===== config.mk =====
export PLATFORM = sky130hd
export DESIGN_NAME = rankInstrSeq
export DESIGN_NICKNAME = d
export VERILOG_FILES = /design/src/rtl/rankSeqPkg.sv /design/src/rtl/rankSeqCtrl.sv /design/src/rtl/rankSeqPath.sv /design/src/rtl/rankInstrSeq.sv
export SDC_FILE = /design/constraint.sdc
export NUM_CORES = 1
export LEC_CHECK = 0
export ABC_AREA = 1
export BUFFER_PORTS_ARGS = -buffer_cell sky130_fd_sc_hd__clkbuf_2
export CORE_MARGIN = 2
export CORE_UTILIZATION = 56
export DETAILED_ROUTE_END_ITERATION = 10
export HOLD_SLACK_MARGIN = 0.02
export PLACE_DENSITY = 0.91
export SYNTH_ARGS = -nofsm -noshare
export SYNTH_HDL_FRONTEND = slang
export SYNTH_HIERARCHICAL = 1
export SYNTH_SLANG_ARGS = --single-unit

===== constraint.sdc =====
create_clock -name clk -period 2.76 [get_ports clk]
set_input_delay 0.276 -clock clk [delete_from_list [all_inputs] [get_ports clk]]
set_output_delay 0.276 -clock clk [all_outputs]
set_load 0.03 [all_outputs]

===== src/rtl/rankSeqPkg.sv =====
package rankSeqPkg;
  typedef enum logic [2:0] {
    DF_NOP  = 3'd0,
    DF_SET  = 3'd1,
    DF_LOAD = 3'd2,
    DF_COPY = 3'd3,
    DF_DONE = 3'd4
  } dfOp_e;

  typedef enum logic [1:0] {
    CF_NOP   = 2'd0,
    CF_READ  = 2'd1,
    CF_WRITE = 2'd2
  } cfOp_e;

  typedef struct packed {
    logic bumpAddr;
    logic useHalf;
    logic readMask;
    logic writeMask;
  } seqStrobe_t;
endpackage


===== src/rtl/rankSeqCtrl.sv =====
module rankSeqCtrl
  import rankSeqPkg::*;
#(
  parameter int BITS   = 8,
  parameter int RANK_W = 4,
  parameter int BIT_W  = 3
) (
  input  logic              clk,
  input  logic              rst,
  input  logic              start,
  input  logic              modeIn,
  input  logic [RANK_W-1:0] rankIn,
  input  logic              stall,
  output logic [2:0]        dfOp,
  output logic [1:0]        cfOp,
  output logic              inSel,
  output logic [RANK_W-1:0] rankOut,
  output seqStrobe_t        strobe,
  output logic [BIT_W-1:0]  bitIdx
);
  localparam int NR_LEN = 2 * BITS - 1;
  localparam int RM_LEN = 2 * BITS + 2;
  localparam int STEP_W = $clog2(RM_LEN);

  typedef enum logic [1:0] {S_IDLE, S_SETUP, S_RUN} seqState_e;

  seqState_e         state;
  logic              recMode;
  logic [STEP_W-1:0] step;
  logic [STEP_W-1:0] lastStep;

  assign lastStep = recMode ? STEP_W'(RM_LEN - 1) : STEP_W'(NR_LEN - 1);

  always_ff @(posedge clk) begin
    if (rst) begin
      state   <= S_IDLE;
      recMode <= 1'b0;
      step    <= '0;
      rankOut <= '0;
    end else begin
      case (state)
        S_IDLE: if (start) begin
          state   <= S_SETUP;
          recMode <= modeIn;
          rankOut <= rankIn;
        end
        S_SETUP: if (!stall) begin
          state <= S_RUN;
          step  <= '0;
        end
        default: if (!stall) step <= (step == lastStep) ? '0 : step + 1'b1;
      endcase
    end
  end

  always_comb begin
    int s;
    int k;
    dfOp   = DF_NOP;
    cfOp   = CF_NOP;
    strobe = '0;
    bitIdx = '0;
    inSel  = (state == S_RUN) && recMode && (step >= STEP_W'(2));
    s      = int'(step);
    k      = 0;
    if (state == S_SETUP && !stall) begin
      dfOp = DF_SET;
    end else if (state == S_RUN && !stall) begin
      if (!recMode) begin
        if (s == 0) begin
          dfOp = DF_LOAD;
          cfOp = CF_READ;
        end else if (s[0]) begin
          cfOp = CF_READ;
          k    = BITS - 1 - (s - 1) / 2;
          if (s == 1) dfOp = DF_COPY;
        end else begin
          cfOp = CF_WRITE;
          k    = BITS - s / 2;
          if (s == 2) dfOp = DF_DONE;
        end
      end else begin
        if (s == 0) dfOp = DF_LOAD;
        else if (s == 1) dfOp = DF_DONE;
        else if (s == 2) begin
          dfOp = DF_LOAD;
          strobe.useHalf = 1'b1;
        end else if (s[0]) begin
          cfOp = CF_READ;
          k    = BITS - 1 - (s - 3) / 2;
          if (s == 3) dfOp = DF_COPY;
        end else begin
          cfOp = CF_WRITE;
          k    = BITS + 1 - s / 2;
        end
      end
      strobe.readMask  = (cfOp == CF_READ);
      strobe.writeMask = (cfOp == CF_WRITE);
      strobe.bumpAddr  = (step == lastStep);
      bitIdx           = BIT_W'(k);
    end
  end

  // nothing is issued before the start pulse
  a_r1_idle_quiet: assert property (@(posedge clk) disable iff (rst)
    (state == S_IDLE) |-> (dfOp == DF_NOP && cfOp == CF_NOP && !inSel));
  // the rank is set only once, before the loop
  a_r2_set_once: assert property (@(posedge clk) disable iff (rst)
    (state == S_RUN) |-> (dfOp != DF_SET));
  // a stall freezes the step position
  a_r7_stall_hold: assert property (@(posedge clk) disable iff (rst)
    (state == S_RUN && stall) |=> $stable(step));
  // the mode cannot change once running
  a_r8_mode_locked: assert property (@(posedge clk) disable iff (rst)
    (state == S_RUN) |=> $stable(recMode));
endmodule


===== src/rtl/rankSeqPath.sv =====
module rankSeqPath
  import rankSeqPkg::*;
#(
  parameter int WIN    = 9,
  parameter int BITS   = 8,
  parameter int ADDR_W = 4,
  parameter int BIT_W  = 3
) (
  input  logic              clk,
  input  logic              rst,
  input  seqStrobe_t        strobe,
  input  logic [BIT_W-1:0]  bitIdx,
  output logic [ADDR_W-1:0] addr,
  output logic [BITS-1:0]   mask
);
  localparam int HALF = WIN / 2;

  logic [ADDR_W-1:0] addrCnt;
  logic [ADDR_W:0]   halfSum;

  always_ff @(posedge clk) begin
    if (rst) addrCnt <= '0;
    else if (strobe.bumpAddr)
      addrCnt <= (addrCnt == ADDR_W'(WIN - 1)) ? '0 : addrCnt + 1'b1;
  end

  always_comb begin
    halfSum = {1'b0, addrCnt} + (ADDR_W + 1)'(HALF);
    if (halfSum >= (ADDR_W + 1)'(WIN)) halfSum = halfSum - (ADDR_W + 1)'(WIN);
    addr = strobe.useHalf ? halfSum[ADDR_W-1:0] : addrCnt;
  end

  always_comb begin
    mask = '0;
    if (strobe.readMask) mask = BITS'(1) << bitIdx;
    else if (strobe.writeMask) mask = (BITS'(1) << bitIdx) - BITS'(1);
  end

  // the address counter stays inside the window
  a_r4_addr_range: assert property (@(posedge clk) disable iff (rst)
    addrCnt < ADDR_W'(WIN));
  // the address moves only at an iteration end
  a_r4_addr_hold: assert property (@(posedge clk) disable iff (rst)
    !strobe.bumpAddr |=> $stable(addrCnt));
  // the half-window address is also inside the window
  a_r6_half_range: assert property (@(posedge clk) disable iff (rst)
    strobe.useHalf |-> addr < ADDR_W'(WIN));
  // a read selects exactly one bit
  a_r9_read_onehot: assert property (@(posedge clk) disable iff (rst)
    strobe.readMask |-> $onehot(mask));
endmodule


===== src/rtl/rankInstrSeq.sv =====
module rankInstrSeq
  import rankSeqPkg::*;
#(
  parameter int WIN    = 9,
  parameter int BITS   = 8,
  parameter int RANK_W = $clog2(WIN + 1),
  parameter int ADDR_W = $clog2(WIN),
  parameter int BIT_W  = $clog2(BITS)
) (
  input  logic              clk,
  input  logic              rst,
  input  logic              start,
  input  logic              modeIn,
  input  logic [RANK_W-1:0] rankIn,
  input  logic              stall,
  output logic [2:0]        dfOp,
  output logic [ADDR_W-1:0] addr,
  output logic [1:0]        cfOp,
  output logic [BITS-1:0]   mask,
  output logic              inSel,
  output logic [RANK_W-1:0] rankOut
);
  seqStrobe_t       strobe;
  logic [BIT_W-1:0] bitIdx;

  rankSeqCtrl #(.BITS(BITS), .RANK_W(RANK_W), .BIT_W(BIT_W)) ctrl (
    .clk(clk), .rst(rst), .start(start), .modeIn(modeIn), .rankIn(rankIn),
    .stall(stall), .dfOp(dfOp), .cfOp(cfOp), .inSel(inSel),
    .rankOut(rankOut), .strobe(strobe), .bitIdx(bitIdx)
  );

  rankSeqPath #(.WIN(WIN), .BITS(BITS), .ADDR_W(ADDR_W), .BIT_W(BIT_W)) path (
    .clk(clk), .rst(rst), .strobe(strobe), .bitIdx(bitIdx),
    .addr(addr), .mask(mask)
  );
endmodule


==> metrics.csv, run 1 <==
stage,metric,value,unit
sta,RSZ-0062 raised after global routing,yes,
setup_path,reg-to-reg endpoint,path/addrCnt[3],
synthesis,top area cells in the synthesized netlist,"dfxtp_1, ha_1, nand2_1",
synthesis,Yosys cell types,35,
routing,Vias/cell,5.369,
setup_path,crit-path most repeated cell,inv_1,
worst_hold_path,Tightest Hold Check Type,in2reg,
grt,initial antenna violation count,0,
sta,fin crit share,103.0,%
setup_path,worst path bufs/invs,5,
grt,largest net degree at the start of global routing,13,
setup_path,crit path cell chain,clkinv_4 -> ha_4 -> inv_4 -> nor4_4 -> ha_2 -> nand2_2 -> a21oi_2 -> nor3_2 -> inv_1 -> nor2_1 -> inv_1 -> o22ai_1 -> buf_4,
clock_tree,Max clock buf depth,2,
placed_design,Cells after DPL,330,
sta,setup ws final,-0.08160,ns
floorplan,die height,58.43,um
placed_design,IO Port Bufs,30,
setup_path,Crit-path slowest cell,dfxtp_4,
finish,layout cells sized above 1,34.82,%
synthesis,Compound-Gate Fraction of Synth Area,14.48,%
run_status,failing checks,negative setup slack,
sta,Worst Max-Slew Pin Slew,0.4696,ns
routing,DR iter-0 viols,88,
setup_path,Worst Setup End Kind,primary output,
sta,Final Hold Viols,0,
worst_hold_path,Hold Path Origin,rankIn[0],
synthesis,synthesis warning total,6,
worst_hold_path,Hold Path End,ctrl/rankOut[0],
sta,Worst Skew,0.001836,ns
setup_path,family with the most delay on the worst path,simple AND/OR/NAND/NOR gates,
sta,Slew HR,68.70,%
setup_path,CP arrival,2.57,ns
finish,Final nets,342,
setup_path,R2R depth,10,
synthesis,Post-synth EDFFs,0,
worst_hold_path,Hold Path Depth,3,
routing,DR vias,1847,
clock_tree,CTS sink count,16,
clock_tree,CTS tree,built,
floorplan,chip width,58.43,um
clock_tree,CTS Buf Count,3,
sta,Final Critical Period,2.842,ns
synthesis,register area share after synthesis,19.31,%
run_status,status,"complete, but fails checks",
synthesis,post-synth top area cell,dfxtp_1,
synthesis,Synth Cell Area,1659,um^2
routing,antenna-violating nets left,0,
synthesis,post-synth top area share,19.31,%
setup_path,Crit Path Category,reg2out,
run,Max-cap violations,0,
synthesis,Main synth FF type,dfxtp_1,
clock_tree,H-tree depth,1,
synthesis,Cells after Synth,265,
finish,FILL cells,202,
placed_design,routability cong.,0.9382,
synthesis,largest family of logic cells by synthesized area,simple AND/OR/NAND/NOR gates,
finish,Post-Route Utilization,79.13,%
synthesis,Post-Synth XOR/XNOR Area,2.640,%
floorplan,# IOs,31,
synthesis,syn_area_per_cell,6.261,um^2
setup_path,CP Data Required Time,2.48,ns
setup_path,crit-path max FO,4,
routing,Total Routed Length,4294,um
grt,global-route wire length before repair,7217,um
sta,maximum clock rate,0.3519,GHz
floorplan,Core Rows,19,
clock_tree,Clk Tree Root Cell,clkbuf_4,
sta,Setup TNS Final,-0.2496,ns
synthesis,Adder-Cell Fraction of Synth Area,14.33,%
routing,router iterations before antenna repair,4,
floorplan,core region area,2781,um^2
grt,global route total overflow,0,
setup_path,r2r setup slk,0.87,ns
sta,max-slew violation count,0,
pwr,pwr dens,288.1,nW/um^2
pwr,P_leak,1.030,nW
finish,antenna diode count,0,
finish,P&R area growth vs syn,32.65,%
synthesis,mux contribution to synthesized area,0,%
synthesis,number of synthesized register bits,16,
sta,# setup viols final,5,
routing,drt wl/cell,12.48,um
floorplan,initial core utilization,59.65,%
pwr,worst vdd ir,319.1,uV
grt,vias in the first global route,1664,
setup_path,CP Launch Type,flip-flop,
synthesis,post-synthesis async set-or-reset flop share,0,%
setup_path,r2r startpoint,ctrl/recMode,
clock_tree,"Clk pin slew, worst setup/hold paths",0.09,ns
placed_design,post-detail-place hpwl,3064,um
setup_path,largest incremental delay on the critical path,0.37,ns
synthesis,syn nets,293,
synthesis,post-synthesis simple-gate area fraction,39.74,%
finish,Non-Filler Instances,344,
grt,Tot GR Track Use,26.75,%
routing,DRC errors left,0,
sta,hold_ws,0.2259,ns
floorplan,DIE AREA,3414,um^2
clock_tree,Worst-Skew Late Latency,0.29,ns
-- cells in the mapped netlist, types with 2 or more instances --
cell,number
a21oi_1,11
xor2_1,4
inv_2,9
dfxtp_1,16
nand3_1,15
nand2_1,59
ha_1,19
o21ai_1,7
clkinv_1,2
nor3_1,5
nand3_2,2
nand2_2,4
nor2_1,50
buf_2,3
nand3b_1,2
o22ai_1,3
o21ai_2,2
nor2_4,2
inv_1,25
o21ai_0,10
-- how the worst max path moves through the flow --
stage	start	endpoint	slack [ns]	depth (start not counted)
2_1_floorplan	ctrl/step[0]	mask[5]	-0.12	13
3_3_place_gp	ctrl/step[0]	mask[5]	0.18	14
3_5_place_dp	ctrl/step[0]	mask[4]	0.12	14
4_1_cts	ctrl/step[2]	mask[2]	0.001	12
5_1_grt	ctrl/step[0]	mask[2]	-0.23	13
6_report	ctrl/step[0]	mask[6]	-0.08	13
-- layout by cell type (no fill, tap or decap), types with 4 or more instances in the layout --
cell and n:
nand3_1 14, nor3_1 4, nor2_1 46, clkbuf_2 22
nor2_2 4, inv_2 12, a21oi_1 9, nand2_2 7
inv_1 21, nand2_1 54, buf_4 21, dfxtp_1 14
o21ai_1 6, o21ai_0 10, ha_1 14
-- cell families after synthesis --
logic type	after synthesis
AO/OA/AOI/OAI	40
XOR/XNOR	5
adder cells (fa/ha/maj)	19
buffers and inverters	40
flip-flops	16
AND/OR/NAND/NOR	145
-- stage by stage --
stage	worst slack (ns)	instance area (um^2)	power [W]
detailed placement	0.1182	1892	0.0004191
CTS	0.001088	2072	0.0005980
floorplan	-0.1178	1665	0.0003778
finish	-0.08160	2201	0.0006340
global route	-0.2327	2201	0.0006710
global placement	0.1813	1892	0.0004140
-- registers in the layout, summed over array words and instances (netlist names) --
register / count
ctrl/recMode: 1
ctrl/step: 5
ctrl/state: 2
path/addrCnt: 4
ctrl/rankOut: 4
-- area by class of cell --
class | instances | area (um^2) | area share, %
Sequential cell | 16 | 325.3 | 14.78
Multi-Input combinational cell | 209 | 1323 | 60.09
Tap cell | 31 | 38.79 | 1.762
Clock buffer | 4 | 36.28 | 1.649
Timing Repair Buffer | 48 | 335.3 | 15.24
Inverter | 36 | 142.6 | 6.481
-- layer usage --
| layer | track usage, % | wire length, um | up-vias |
|---|---|---|---|
| met5 | 0 | 0 | - |
| met1 | 34.68 | 1891 | 824 |
| met3 | 2.198 | 197 | 13 |
| li1 | - | - | 950 |
| met4 | 10.96 | 96 | 0 |
| met2 | 45.59 | 2109 | 60 |
-- timing repair --
action                     in CTS  in global routing
hold buffers                    0                  0
pin swaps                       5                 15
resized for setup              20                 42
setup endpoints to repair       8                 12
buffers inserted                7                  3
-- where the power goes --
part | internal [W] | total (W) | leakage (nW) | switching, W
clock | 0.0000805 | 0.000157 | 0.0210 | 0.0000767
sequential | 0.000243 | 0.000257 | 0.132 | 0.0000140
combinational | 0.0000895 | 0.000220 | 0.877 | 0.000131
total | 0.000413 | 0.000634 | 1.03 | 0.000221
-- worst register-to-register path: cells and delay by family (launching register included) --
| family | cells | cell delay (ns) |
|---|---|---|
| and+or+nand+nor | 6 | 0.86 |
| buffers and inverters | 3 | 0.34 |
| AOI/OAI and AO/OA | 1 | 0.07 |
| DFF | 1 | 0.55 |
Note: power is estimated with default switching activity, not from simulation.
==> run 2: changes to the inputs <==
--- a/config.mk
+++ b/config.mk
@@ -6,11 +6,10 @@
 export NUM_CORES = 1
 export LEC_CHECK = 0
 export ABC_AREA = 1
-export BUFFER_PORTS_ARGS = -buffer_cell sky130_fd_sc_hd__clkbuf_2
+export BUFFER_PORTS_ARGS = -buffer_cell sky130_fd_sc_hd__buf_2
 export CORE_MARGIN = 2
 export CORE_UTILIZATION = 56
 export DETAILED_ROUTE_END_ITERATION = 10
-export HOLD_SLACK_MARGIN = 0.02
 export PLACE_DENSITY = 0.91
 export SYNTH_ARGS = -nofsm -noshare
 export SYNTH_HDL_FRONTEND = slang
==> run 2 against run 1 <==
Effect of this change: the run still ends with negative setup slack left; total power decreased by 5.2%; critical path depth unchanged; worst hold slack improved by 0.034 ns; maximum frequency decreased by 0.62%; global-route usage decreased by 0.33 points; routed wire length increased by 6.8%; core utilization decreased by 1.6 points; register-to-register slack got worse by 0.03 ns; sequential power about the same; via count increased by 2.3%; setup slack got worse by 0.018 ns; clock power decreased by 5%; largest power group unchanged; highest routed layer unchanged.
==> metrics.csv, run 2 (synthesis results as in run 1) <==
stage,metric,value,unit
sta,Slew HR,74.47,%
clock_tree,Worst-Skew Late Latency,0.28,ns
setup_path,Crit Path Category,reg2out,
setup_path,Worst Setup End Kind,primary output,
sta,Setup TNS Final,-0.4312,ns
routing,DR iter-0 viols,86,
sta,Worst Skew,0.003997,ns
placed_design,post-detail-place hpwl,3213,um
finish,FILL cells,215,
sta,Worst Max-Slew Pin Slew,0.3824,ns
grt,initial antenna violation count,0,
grt,largest net degree at the start of global routing,14,
finish,P&R area growth vs syn,30.02,%
finish,most frequent cells in the layout,"nand2_1, nor2_1, buf_2, inv_1",
finish,Regs by FF count,"ctrl/step: 5 flops, ctrl/rankOut: 4 flops, path/addrCnt: 4 flops",
sta,setup ws final,-0.09920,ns
routing,Total Routed Length,4587,um
grt,global-route wire length before repair,7113,um
placed_design,routability cong.,0.9525,
setup_path,CP Launch Type,flip-flop,
clock_tree,post-cts hold buffer count,0,
floorplan,core region area,2781,um^2
finish,Non-Filler Instances,340,
finish,Final nets,338,
pwr,pwr dens,278.5,nW/um^2
clock_tree,"Clk pin slew, worst setup/hold paths",0.09,ns
setup_path,crit-path max FO,13,
floorplan,# IOs,31,
sta,RSZ-0062 raised after global routing,yes,
placed_design,pre-CTS setup slack,0.1342,ns
floorplan,initial core utilization,59.65,%
clock_tree,CTS Buf Count,3,
finish,layout cells sized above 1,34.30,%
routing,Vias/cell,5.556,
clock_tree,H-tree depth,1,
finish,antenna diode count,0,
routing,router iterations before antenna repair,4,
sta,Final Critical Period,2.859,ns
sta,# setup viols final,8,
placed_design,Cells after DPL,330,
sta,hold_ws,0.2604,ns
clock_tree,CTS tree,built,
grt,vias in the first global route,1676,
pwr,Pwr Total,0.0006008,W
floorplan,Core Rows,19,
clock_tree,CTS sink count,16,
sta,fin crit share,103.6,%
routing,drt wl/cell,13.49,um
worst_hold_path,Tightest Hold Check Type,in2reg,
pwr,worst vdd ir,417.6,uV
setup_path,CP Data Required Time,2.48,ns
sta,Final Hold Viols,0,
routing,antenna-violating nets left,0,
grt,Tot GR Track Use,26.42,%
sta,max-slew violation count,0,
finish,"commonest non-fill, non-tap cell in the layout",nand2_1,
finish,max reg flops,5,
finish,Largest Register,ctrl/step,
run_status,failing checks,negative setup slack,
clock_tree,Clk Tree Root Cell,clkbuf_4,
grt,global route total overflow,0,
sta,maximum clock rate,0.3497,GHz
routing,DRC errors left,0,
routing,DR vias,1889,
floorplan,chip width,58.43,um
placed_design,IO Port Bufs,30,
run_status,status,"complete, but fails checks",
floorplan,die height,58.43,um
floorplan,DIE AREA,3414,um^2
setup_path,CP arrival,2.58,ns
clock_tree,Max clock buf depth,2,
run,Max-cap violations,0,
pwr,P_leak,1.022,nW
==> run 2: cell count changes in the layout (fill, tap and decap cells not counted), sizes merged <==
cell    before  now
clkbuf      27    4
inv         34   35
clkinv       2    1
buf         25   44
==> run 2: where the power goes <==
| part | switching (W) | total, W | internal [W] |
|---|---|---|---|
| Clock | 0.0000686 | 0.000149 | 0.0000802 |
| Sequential | 0.0000138 | 0.000257 | 0.000243 |
| Combinational | 0.000124 | 0.000195 | 0.0000711 |
| Total | 0.000207 | 0.000601 | 0.000394 |
==> run 2: through the flow <==
| stage | cell area [um^2] | utilization [%] |
|---|---|---|
| after global placement | 1892 | 68.02 |
| after detailed placement | 1892 | 68.02 |
| after CTS | 2022 | 72.69 |
| after global routing | 2157 | 77.55 |
| after floorplan | 1665 | - |
| final | 2157 | 77.55 |
==> run 2: routing by layer <==
layer	part of all wire (%)	GRT usage [%]	routed length (um)
met4	0.92	8.638	42
met2	52	50.24	2384
met1	42	30.73	1920
met5	0	0	0
met3	5.2	2.198	240
==> run 2: path summary, 6_finish.rpt <==
path / to / slack (ns) / cells after the start / from
worst max-delay path: mask[5] / -0.1 / 13 / ctrl/step[0]
worst min-delay path: ctrl/rankOut[0] / 0.26 / 3 / rankIn[0]
worst max register to register: path/addrCnt[3] / 0.84 / 10 / ctrl/recMode
worst min register to register: ctrl/rankOut[3] / 0.50 / 2 / ctrl/rankOut[3]
==> run 2: layout make-up <==
| type | count | area, um^2 | area share (%) |
|---|---|---|---|
| Multi-Input combinational cell | 209 | 1319 | 61.14 |
| Sequential cell | 16 | 322.8 | 14.97 |
| Timing Repair Buffer | 44 | 295.3 | 13.69 |
| Inverter | 36 | 145.1 | 6.729 |
| Tap cell | 31 | 38.79 | 1.798 |
| Clock buffer | 4 | 36.28 | 1.682 |
==> run 2: timing repair <==
action,in CTS,in global routing
buffers inserted,4,2
setup endpoints to repair,8,9
resized for setup,17,39
pin swaps,7,17
==> run 2: worst max-delay path, stage by stage (launching register included) <==
cell	delay [ns]
dfxtp_2	0.36
buf_4	0.22
ha_2	0.25
xnor2_2	0.14
ha_2	0.24
inv_2	0.05
nand2_1	0.05
nand3_1	0.08
nand3_2	0.10
nand2_2	0.08
a21oi_4	0.27
nand2_2	0.12
o22ai_2	0.19
buf_6	0.15
